<file path="config.mk">
export PLATFORM = sky130hd
export DESIGN_NAME = pause_flow_ctrl
export DESIGN_NICKNAME = d
export VERILOG_FILES = /design/src/rtl/pfc_pkg.sv /design/src/rtl/pfc_regs.sv /design/src/rtl/pfc_water.sv /design/src/rtl/pfc_arb.sv /design/src/rtl/pfc_jam.sv /design/src/rtl/pause_flow_ctrl.sv
export SDC_FILE = /design/constraint.sdc
export NUM_CORES = 1
export LEC_CHECK = 0
export BUFFER_PORTS_ARGS = -buffer_cell sky130_fd_sc_hd__buf_2
export CAP_MARGIN = 10
export CORE_UTILIZATION = 34
export DETAILED_ROUTE_END_ITERATION = 7
export GPL_ROUTABILITY_DRIVEN = 0
export HOLD_SLACK_MARGIN = 0.05
export SKIP_CTS_REPAIR_TIMING = 1
export SYNTH_ARGS = -nofsm -noshare
export SYNTH_HDL_FRONTEND = slang
export SYNTH_SLANG_ARGS = --single-unit
</file>
<file path="constraint.sdc">
create_clock -name clk -period 2.6 [get_ports clk]
set_input_delay 0.39 -clock clk [delete_from_list [all_inputs] [get_ports clk]]
set_output_delay 0.39 -clock clk [all_outputs]
set_load 0.005 [all_outputs]
</file>
<file path="src/rtl/pfc_pkg.sv">
package pfc_pkg;
  localparam int TH_W  = 4;
  localparam int REG_W = 2 * TH_W;
  localparam int PT_W  = 16;

  localparam logic [PT_W-1:0] PT_XOFF = 16'hFFFF;
  localparam logic [PT_W-1:0] PT_XON  = 16'h0000;

  localparam logic ADDR_THR  = 1'b0;
  localparam logic ADDR_CTRL = 1'b1;

  // control register bit positions
  localparam int CB_THR_EN = 0;
  localparam int CB_F_XOFF = 1;
  localparam int CB_F_XON  = 2;
  localparam int CB_BP_ANY = 3;
  localparam int CB_BP_DA  = 4;
  localparam int CB_HOLD   = 5;
  localparam int CB_SEEN   = 6;
  localparam int CB_LIVE   = 7;

  typedef enum logic [1:0] {
    W_IDLE      = 2'd0,
    W_XOFF_PEND = 2'd1,
    W_XOFF_SENT = 2'd2,
    W_XON_PEND  = 2'd3
  } water_state_e;

  typedef struct packed {
    logic [TH_W-1:0] lo_mark;
    logic [TH_W-1:0] hi_mark;
    logic            thr_en;
    logic            force_xoff;
    logic            force_xon;
    logic            bp_any;
    logic            bp_da;
    logic            hold;
  } pfc_cfg_t;
endpackage

</file>
<file path="src/rtl/pfc_regs.sv">
module pfc_regs
  import pfc_pkg::*;
(
  input  logic             clk,
  input  logic             rst_n,
  input  logic             wr_en,
  input  logic             rd_en,
  input  logic             addr,
  input  logic [REG_W-1:0] wdata,
  output logic [REG_W-1:0] rdata,
  input  logic             rx_pause_frame,
  input  logic             rx_pause_active,
  input  logic             done_xoff,
  input  logic             done_xon,
  output pfc_cfg_t         cfg
);
  logic seen_q;
  logic wr_thr, wr_ctrl;

  assign wr_thr  = wr_en && (addr == ADDR_THR);
  assign wr_ctrl = wr_en && (addr == ADDR_CTRL);

  always_ff @(posedge clk) begin
    if (!rst_n) begin
      cfg.hi_mark    <= TH_W'(3);
      cfg.lo_mark    <= TH_W'(8);
      cfg.thr_en     <= 1'b0;
      cfg.force_xoff <= 1'b0;
      cfg.force_xon  <= 1'b0;
      cfg.bp_any     <= 1'b0;
      cfg.bp_da      <= 1'b0;
      cfg.hold       <= 1'b0;
    end else begin
      if (wr_thr) begin
        cfg.hi_mark <= wdata[TH_W-1:0];
        cfg.lo_mark <= wdata[REG_W-1:TH_W];
      end
      if (wr_ctrl) begin
        cfg.thr_en     <= wdata[CB_THR_EN];
        cfg.force_xoff <= wdata[CB_F_XOFF];
        cfg.force_xon  <= wdata[CB_F_XON];
        cfg.bp_any     <= wdata[CB_BP_ANY];
        cfg.bp_da      <= wdata[CB_BP_DA];
        cfg.hold       <= wdata[CB_HOLD];
      end else begin
        if (done_xoff) cfg.force_xoff <= 1'b0;
        if (done_xon)  cfg.force_xon  <= 1'b0;
      end
    end
  end

  always_ff @(posedge clk) begin
    if (!rst_n)                                    seen_q <= 1'b0;
    else if (rx_pause_frame)                       seen_q <= 1'b1;
    else if (rd_en && (addr == ADDR_CTRL))         seen_q <= 1'b0;
  end

  always_comb begin
    rdata = '0;
    if (addr == ADDR_THR) begin
      rdata = {cfg.lo_mark, cfg.hi_mark};
    end else begin
      rdata[CB_THR_EN] = cfg.thr_en;
      rdata[CB_F_XOFF] = cfg.force_xoff;
      rdata[CB_F_XON]  = cfg.force_xon;
      rdata[CB_BP_ANY] = cfg.bp_any;
      rdata[CB_BP_DA]  = cfg.bp_da;
      rdata[CB_HOLD]   = cfg.hold;
      rdata[CB_SEEN]   = seen_q;
      rdata[CB_LIVE]   = rx_pause_active;
    end
  end
endmodule

</file>
<file path="src/rtl/pfc_water.sv">
module pfc_water
  import pfc_pkg::*;
#(
  parameter int FREE_W = 5
) (
  input  logic              clk,
  input  logic              rst_n,
  input  logic              thr_en,
  input  logic [TH_W-1:0]   hi_mark,
  input  logic [TH_W-1:0]   lo_mark,
  input  logic [FREE_W-1:0] free_kb,
  input  logic              done_xoff,
  input  logic              done_xon,
  output logic              want_xoff,
  output logic              want_xon
);
  localparam int CMP_W = (FREE_W > TH_W) ? FREE_W : TH_W;

  water_state_e state_q, state_d;
  logic [CMP_W-1:0] free_x, hi_x, lo_x;
  logic hi_hit, lo_hit;

  assign free_x = CMP_W'(free_kb);
  assign hi_x   = CMP_W'(hi_mark);
  assign lo_x   = CMP_W'(lo_mark);

  // a zero high mark stands for a completely full buffer
  assign hi_hit = (hi_mark == '0) ? (free_x == '0) : (free_x < hi_x);
  assign lo_hit = free_x > lo_x;

  always_comb begin
    state_d = state_q;
    if (!thr_en) begin
      state_d = W_IDLE;
    end else begin
      unique case (state_q)
        W_IDLE:      if (hi_hit)    state_d = W_XOFF_PEND;
        W_XOFF_PEND: if (done_xoff) state_d = W_XOFF_SENT;
        W_XOFF_SENT: if (lo_hit)    state_d = W_XON_PEND;
        W_XON_PEND:  if (done_xon)  state_d = W_IDLE;
        default:                    state_d = W_IDLE;
      endcase
    end
  end

  always_ff @(posedge clk) begin
    if (!rst_n) state_q <= W_IDLE;
    else        state_q <= state_d;
  end

  assign want_xoff = (state_q == W_XOFF_PEND);
  assign want_xon  = (state_q == W_XON_PEND);
endmodule

</file>
<file path="src/rtl/pfc_arb.sv">
module pfc_arb
  import pfc_pkg::*;
#(
  parameter int N_SRC = 2
) (
  input  logic            clk,
  input  logic            rst_n,
  input  logic [N_SRC-1:0] xoff_src,
  input  logic [N_SRC-1:0] xon_src,
  output logic            pause_valid,
  output logic [PT_W-1:0] pause_time,
  input  logic            pause_ready,
  output logic            done_xoff,
  output logic            done_xon
);
  logic any_xoff, any_xon, hs;

  assign any_xoff = |xoff_src;
  assign any_xon  = |xon_src;
  assign hs       = pause_valid && pause_ready;

  assign done_xoff = hs && (pause_time == PT_XOFF);
  assign done_xon  = hs && (pause_time == PT_XON);

  always_ff @(posedge clk) begin
    if (!rst_n) begin
      pause_valid <= 1'b0;
      pause_time  <= PT_XON;
    end else if (hs) begin
      pause_valid <= 1'b0;
    end else if (!pause_valid && (any_xoff || any_xon)) begin
      pause_valid <= 1'b1;
      pause_time  <= any_xoff ? PT_XOFF : PT_XON;
    end
  end
endmodule

</file>
<file path="src/rtl/pfc_jam.sv">
module pfc_jam #(
  parameter int FREE_W     = 5,
  parameter int BUF_KB     = 16,
  parameter int BP_MARK_KB = 12
) (
  input  logic              clk,
  input  logic              rst_n,
  input  logic              bp_any,
  input  logic              bp_da,
  input  logic              half_duplex,
  input  logic              rx_pkt_start,
  input  logic              rx_da_match,
  input  logic [FREE_W-1:0] free_kb,
  output logic              jam_req
);
  localparam int OCC_W = FREE_W + 2;
  localparam logic [OCC_W-1:0] BUF_X  = OCC_W'(BUF_KB);
  localparam logic [OCC_W-1:0] MARK_X = OCC_W'(BP_MARK_KB);

  logic [OCC_W-1:0] free_x, occ;
  logic over, hit;

  assign free_x = OCC_W'(free_kb);
  assign occ    = (free_x >= BUF_X) ? '0 : (BUF_X - free_x);
  assign over   = occ > MARK_X;
  assign hit    = half_duplex && rx_pkt_start && over &&
                  (bp_any || (bp_da && rx_da_match));

  always_ff @(posedge clk) begin
    if (!rst_n) jam_req <= 1'b0;
    else        jam_req <= hit;
  end
endmodule

</file>
<file path="src/rtl/pause_flow_ctrl.sv">
module pause_flow_ctrl
  import pfc_pkg::*;
#(
  parameter int FREE_W     = 5,
  parameter int BUF_KB     = 16,
  parameter int BP_MARK_KB = 12
) (
  input  logic              clk,
  input  logic              rst_n,
  input  logic              reg_wr_en,
  input  logic              reg_rd_en,
  input  logic              reg_addr,
  input  logic [7:0]        reg_wdata,
  output logic [7:0]        reg_rdata,
  input  logic [FREE_W-1:0] free_kb,
  output logic              pause_valid,
  input  logic              pause_ready,
  output logic [15:0]       pause_time,
  input  logic              half_duplex,
  input  logic              rx_pkt_start,
  input  logic              rx_da_match,
  output logic              jam_req,
  input  logic              rx_pause_frame,
  input  logic              rx_pause_active,
  output logic              tx_hold
);
  localparam int N_SRC = 2;

  pfc_cfg_t cfg;
  logic done_xoff, done_xon;
  logic want_xoff, want_xon;
  logic [N_SRC-1:0] xoff_src, xon_src;

  pfc_regs u_regs (
    .clk(clk), .rst_n(rst_n),
    .wr_en(reg_wr_en), .rd_en(reg_rd_en), .addr(reg_addr),
    .wdata(reg_wdata), .rdata(reg_rdata),
    .rx_pause_frame(rx_pause_frame), .rx_pause_active(rx_pause_active),
    .done_xoff(done_xoff), .done_xon(done_xon),
    .cfg(cfg)
  );

  pfc_water #(.FREE_W(FREE_W)) u_water (
    .clk(clk), .rst_n(rst_n),
    .thr_en(cfg.thr_en), .hi_mark(cfg.hi_mark), .lo_mark(cfg.lo_mark),
    .free_kb(free_kb),
    .done_xoff(done_xoff), .done_xon(done_xon),
    .want_xoff(want_xoff), .want_xon(want_xon)
  );

  assign xoff_src = {cfg.force_xoff, want_xoff};
  assign xon_src  = {cfg.force_xon,  want_xon};

  pfc_arb #(.N_SRC(N_SRC)) u_arb (
    .clk(clk), .rst_n(rst_n),
    .xoff_src(xoff_src), .xon_src(xon_src),
    .pause_valid(pause_valid), .pause_time(pause_time),
    .pause_ready(pause_ready),
    .done_xoff(done_xoff), .done_xon(done_xon)
  );

  pfc_jam #(.FREE_W(FREE_W), .BUF_KB(BUF_KB), .BP_MARK_KB(BP_MARK_KB)) u_jam (
    .clk(clk), .rst_n(rst_n),
    .bp_any(cfg.bp_any), .bp_da(cfg.bp_da),
    .half_duplex(half_duplex), .rx_pkt_start(rx_pkt_start),
    .rx_da_match(rx_da_match), .free_kb(free_kb),
    .jam_req(jam_req)
  );

  assign tx_hold = cfg.hold;
endmodule

</file>
==> results of run 1 <==
[layout make-up]
cell class / count / area, um2
sequential: 20 / 400
timing repair buffer: 51 / 258
multi-input combinational: 118 / 788
fill: 408 / 2160
tap: 48 / 60.1
inverter: 12 / 45.0
clock buffer: 4 / 55.1
[report_power, final]
group          total (mW)  switching [mW]  internal, mW  leakage, nW
registers           0.332          0.0115         0.321        0.164
clock network       0.243           0.108         0.135       0.0288
logic               0.142          0.0749        0.0670        0.586
total               0.717           0.194         0.523        0.778
[logic make-up after synthesis]
kind of cell | share of synthesized area [%]
and+or+nand+nor | 22.3
AOI/OAI and AO/OA | 20.0
buffers and inverters | 13.2
DFF | 29.3
adders and majority gates | 12.8
muxes | 2.47
[per-stage QoR]
step,hold slack (ns),area (um2)
final,0.352,1610
after global routing,0.361,1610
after CTS,0.346,1610
after detailed placement,0.461,1550
after global placement,0.453,1550
after floorplan,0.443,1370
[metal layers]
metal / up-vias / GRT usage (%) / wire (um)
li1: 647 / - / -
met1: 548 / 21.4 / 1590
met2: 32 / 24.5 / 1340
met3: 4 / 2.78 / 143
met4: 0 / 7.34 / 56
met5: - / 0 / 0
[registers in the layout, indices dropped and copies added, names as in the netlist]
name,count
u_arb.pause_time,1
u_arb.pause_valid,1
u_jam.jam_req,1
u_regs.cfg,14
u_regs.seen_q,1
u_water.state_q,2
[worst max-delay path, stage by stage (launching register included)]
cell	delay (ns)
dfxtp_1	0.39
inv_1	0.08
ha_1	0.21
mux2_1	0.28
o22a_1	0.19
a311o_1	0.36
o2111ai_1	0.21
o31ai_1	0.09
[worst paths after layout]
path | startpoint | endpoint | slack, ns | cells past startpoint
worst min register to register | u_regs.cfg[12] | u_regs.cfg[12] | 0.47 | 2
worst min-delay path | reg_wdata[0] | u_regs.cfg[6] | 0.35 | 3
worst max-delay path | u_water.state_q[1] | u_water.state_q[1] | 0.65 | 7
worst max register to register | u_water.state_q[1] | u_water.state_q[1] | 0.65 | 7
[cells in the final DEF (no fill, tap or decap), types with 2 or more instances in the layout]
cell	count
a21boi_0	11
a21o_1	2
a21oi_1	3
buf_2	50
clkbuf_8	4
dfxtp_1	20
ha_1	14
inv_1	12
mux2_2	2
nand2_1	31
nand3_1	11
nor2_1	4
nor2b_1	3
nor3_1	3
nor3b_1	2
o211ai_1	3
o21ai_0	10
==> reports/metrics.yaml, run 1 <==
outcome:
  status: "complete, no violations"
clocking:
  clock_latency_ns: 0.26
  tritoncts: "built"
  cts_sinks: 20
  clockBufferDepth: 2
  cts_buffers: 3
  clockRootBuffer: "clkbuf_8"
  htree_levels: 1
  clk_pin_slew_ns: 0.08
synth:
  synth_top_area_cell: "dfxtp_1"
  synth_top_area_share_pct: 29.3
  syn_avg_cell_area_um2: 8.00
  yosysWarnings: 0
  ys_seq_elements: 20
  ys_seq_area_share_pct: 29.3
  yosys-top-cells-count: "nand2_1 (31), dfxtp_1 (20), buf_4 (15), ha_1 (14), inv_1 (12)"
  postSynthCellCount: 171
  synth_edf_count: 0
  synth_cell_types: 36
  synthArstFlopShare_pct: 0
  synthFlopType: "dfxtp_1"
  ys_top_cells_by_area: "dfxtp_1 (29%), ha_1 (13%), nand2_1 (8.5%), buf_4 (8.2%), a21boi_0 (6.0%)"
  syn-cell-area_mm2: 0.00137
  yosysMostFrequentCell: "nand2_1"
  synth_nets: 209
grt:
  grt_overflow: 0
  grt_pass1_wl_mm: 5.20
  track_usage_pct: 15.9
  grt_pass1_vias: 1125
  antenna_found_initial: 0
  grt_max_degree: 25
finish:
  nNetsFinal: 244
  drive_gt1_share_pct: 30.2
  final_cells: 253
  area_growth_pct: 17.4
  diodes: 0
  final_util_pct: 42.6
sta:
  post-route-period-util_pct: 74.9
  setup_tns_ns: 0
  finalSetupViolCount: 0
  fin_ws_ns: 0.653
  fmax_mhz: 514
  worst_slew_pin_slew_ns: 0.698
  skew_ns: 0.00336
  relSlewSlack_pct: 53.4
  final_max_slew_viol_count: 0
  period_minus_slack_ns: 1.95
  rsz0062_at_grt: "false"
  hold_violations: 0
pwr:
  fin_total_pwr_uw: 717
  powerDensity_mw_per_mm2: 446
  ir_drop_mv: 0.245
  p_leak_nw: 0.778
floorplanning:
  die_area_mm2: 0.00428
  die_width_um: 65.5
  rows: 22
  boundaryPins: 51
  core_mm2: 0.00377
  die_h_um: 65.5
  initial_core_util_pct: 36.3
routing:
  routedWlPerCell_um: 12.4
  drt_iter0_drc: 40
  antenna_left: 0
  vias: 1231
  vias_per_cell: 4.87
  drc: 0
  wirelength_mm: 3.13
  firstDrtPassIters: 4
run:
  max-cap-violations: 0
worst_setup_path:
  worstSetupStartpointType: "flip-flop"
  cp-end-kind: "flip-flop"
  cp_max_fo: 4
  cp_data_arrival_time_ns: 2.10
  path_class: "reg2reg"
  required_ns: 2.75
placement:
  placedCellCount: 249
  io_buffers: 50
  pre_cts_ws_ns: 0.517
  hpwl_mm: 2.39
hold_path:
  hold_class: "in2reg"
No activity file was read; power rests on OpenSTA's default activity.
==> inputs of run 2 (changes only) <==
ABC_AREA = 1   (was default)
clock period = 1.8 ns   (was 2.6 ns; I/O delays follow)
==> run 2 against run 1 <==
Compared with the run above: clock skew is 0.0011 ns lower; die area decreased by 0.44%; via count rose by 4.1%; largest cell class unchanged; register-to-register slack worse by 0.26 ns; worst setup slack worse by 0.37 ns; routed wire length fell by 2.3%; synthesized cell count increased by 16%; highest routed layer unchanged; clock-buffer cell count fell by 1; critical path depth rose by 8; clock power increased by 88%; sequential power increased by 47%.
==> reports/metrics.yaml, run 2 <==
outcome:
  status: "complete, no violations"
finish:
  final_cell_mix: "buf_2 (50), nand2_1 (42), inv_1 (30)"
  layout_commonest_cell: "buf_2"
  multiInputGateArea_um2: 714
  nNetsFinal: 278
  top_register: "u_regs.cfg"
  top_regs: "u_regs.cfg: 14 flops, u_water.state_q: 2 flops"
  fillers: 416
  stdcell_area_mm2: 0.00165
  largest_register_ffs: 14
  diodes: 0
  area_growth_pct: 21.1
  seqCellArea_um2: 400
  drive_gt1_share_pct: 27.6
synth:
  yosys-top-cells-count: "nand2_1 (42), inv_1 (30), o21ai_0 (25), dfxtp_1 (20), buf_4 (15)"
  synth_top_area_cell: "dfxtp_1"
  synth_nets: 237
  synthArstFlopShare_pct: 0
  ys_seq_elements: 20
  synth_edf_count: 0
  syn-cell-area_mm2: 0.00136
  synth_cell_types: 22
  synthFlopType: "dfxtp_1"
  ys_top_cells_by_area: "dfxtp_1 (29%), ha_1 (13%), nand2_1 (12%), o21ai_0 (9.2%), buf_4 (8.3%)"
  yosysWarnings: 0
  yosysMostFrequentCell: "nand2_1"
  synth_top_area_share_pct: 29.4
  postSynthCellCount: 199
  syn_avg_cell_area_um2: 6.85
  ys_seq_area_share_pct: 29.4
grt:
  antenna_found_initial: 0
  track_usage_pct: 15.6
  grt_max_degree: 19
  grt_pass1_wl_mm: 5.13
  grt_overflow: 0
  grt_pass1_vias: 1141
clocking:
  clockBufferDepth: 2
  clockRootBuffer: "clkbuf_8"
  tritoncts: "built"
  clock_latency_ns: 0.26
  cts_sinks: 20
  clk_pin_slew_ns: 0.08
  htree_levels: 1
  cts_buffers: 3
worst_setup_path:
  cp_data_arrival_time_ns: 1.73
  required_ns: 2.01
  reg2reg_from: "u_regs.cfg[13]"
  cp-end-kind: "flip-flop"
  cp_max_fo: 3
  r2r-end: "u_water.state_q[1]"
  worstSetupStartpointType: "primary input"
  ff2ff_setup_slack_ns: 0.39
  r2r_cells: 12
  path_class: "in2reg"
sta:
  relSlewSlack_pct: 74.9
  finalSetupViolCount: 0
  setup_tns_ns: 0
  hold_violations: 0
  worst_slew_pin_slew_ns: 0.371
  rsz0062_at_grt: "false"
  whs_ns: 0.216
  post-route-period-util_pct: 84.5
  period_minus_slack_ns: 1.52
  fmax_mhz: 657
  skew_ns: 0.00226
  final_max_slew_viol_count: 0
routing:
  wirelength_mm: 3.06
  routedWlPerCell_um: 10.7
  drc: 0
  antenna_left: 0
  drt_iter0_drc: 37
  vias_per_cell: 4.46
  firstDrtPassIters: 4
  vias: 1281
hold_path:
  min_from: "rx_pause_frame"
  hold_class: "in2reg"
  min_to: "u_regs.seen_q"
  min_path_cells: 3
pwr:
  ir_drop_mv: 0.490
  p_leak_nw: 0.905
  powerDensity_mw_per_mm2: 732
placement:
  place_area_mm2: 0.00158
  io_buffers: 50
  hpwl_mm: 2.44
floorplanning:
  die_area_mm2: 0.00426
  core_mm2: 0.00374
  initial_core_util_pct: 36.4
  die_width_um: 65.3
  rows: 22
  boundaryPins: 51
  die_h_um: 65.3
run:
  max-cap-violations: 0
-- run 2: cell count changes after synthesis, moves of 5 or more --
| cell | delta |
|---|---|
| nand2_1 | +11 |
| o21ai_0 | +15 |
| inv_1 | +18 |
| nor2_1 | +10 |
| a21boi_0 | -11 |
| clkbuf_1 | -5 |
| a21oi_1 | +10 |
-- run 2: worst max path at each step --
stage / from / depth (start not counted) / end
floorplan: free_kb[0] / 13 / u_water.state_q[1]
global placement: free_kb[0] / 14 / u_water.state_q[1]
detailed placement: free_kb[0] / 15 / u_water.state_q[1]
CTS: free_kb[0] / 15 / u_water.state_q[1]
global route: free_kb[0] / 15 / u_water.state_q[1]
finish: free_kb[0] / 15 / u_water.state_q[1]
-- run 2: through the flow --
step | util [%] | setup WS [ns] | total power [mW] | std cells
after floorplan | - | 0.141 | 0.682 | 199
after global placement | 42.2 | 0.0365 | 0.762 | 283
after detailed placement | 42.2 | 0.00698 | 0.763 | 283
after CTS | 44.1 | 0.276 | 1.22 | 287
after global routing | 44.1 | 0.137 | 1.29 | 287
final | 44.1 | 0.278 | 1.21 | 287
-- run 2: critical path, cell delays in order --
cell and delay [ns]:
buf_2 0.10, inv_1 0.06, ha_1 0.14, inv_1 0.04, or2_2 0.28, nor2_1 0.14, ha_1 0.17, nand3_1 0.07
nand2_1 0.07, inv_1 0.04, nand2_1 0.07, nand3_2 0.09, nand2_1 0.07, nand2_1 0.05, nor2_1 0.07
-- run 2: kinds of logic after synthesis --
group           Yosys count  share of synthesized area (%)
simple gates             70                           21.5
compound gates           45                           18.1
fa+ha+maj                14                           12.9
buf+inv                  50                           18.2
flops                    20                           29.4
-- run 2: layer usage --
metal | routed length [um] | vias up | global-route usage (%) | part of all wire (%)
li1 | - | 704 | - | -
met3 | 85 | 2 | 3.30 | 2.8
met2 | 1320 | 19 | 23.7 | 43
met5 | 0 | - | 0 | 0
met4 | 21 | 0 | 3.26 | 0.69
met1 | 1640 | 556 | 22.3 | 54
-- run 2: report_power, final --
group | switching [mW] | total [mW] | leakage (nW) | internal [mW]
logic | 0.147 | 0.262 | 0.705 | 0.116
registers | 0.0175 | 0.488 | 0.165 | 0.471
clock network | 0.161 | 0.457 | 0.0357 | 0.297
total | 0.325 | 1.21 | 0.905 | 0.883
-- run 2: area by class of cell --
cell class,instances,share of cell area [%]
Clock inverter,1,1.82
Multi-Input combinational cell,129,43.3
Tap cell,48,3.64
Clock buffer,3,2.50
Sequential cell,20,24.3
Timing Repair Buffer,55,17.4
Inverter,31,7.05
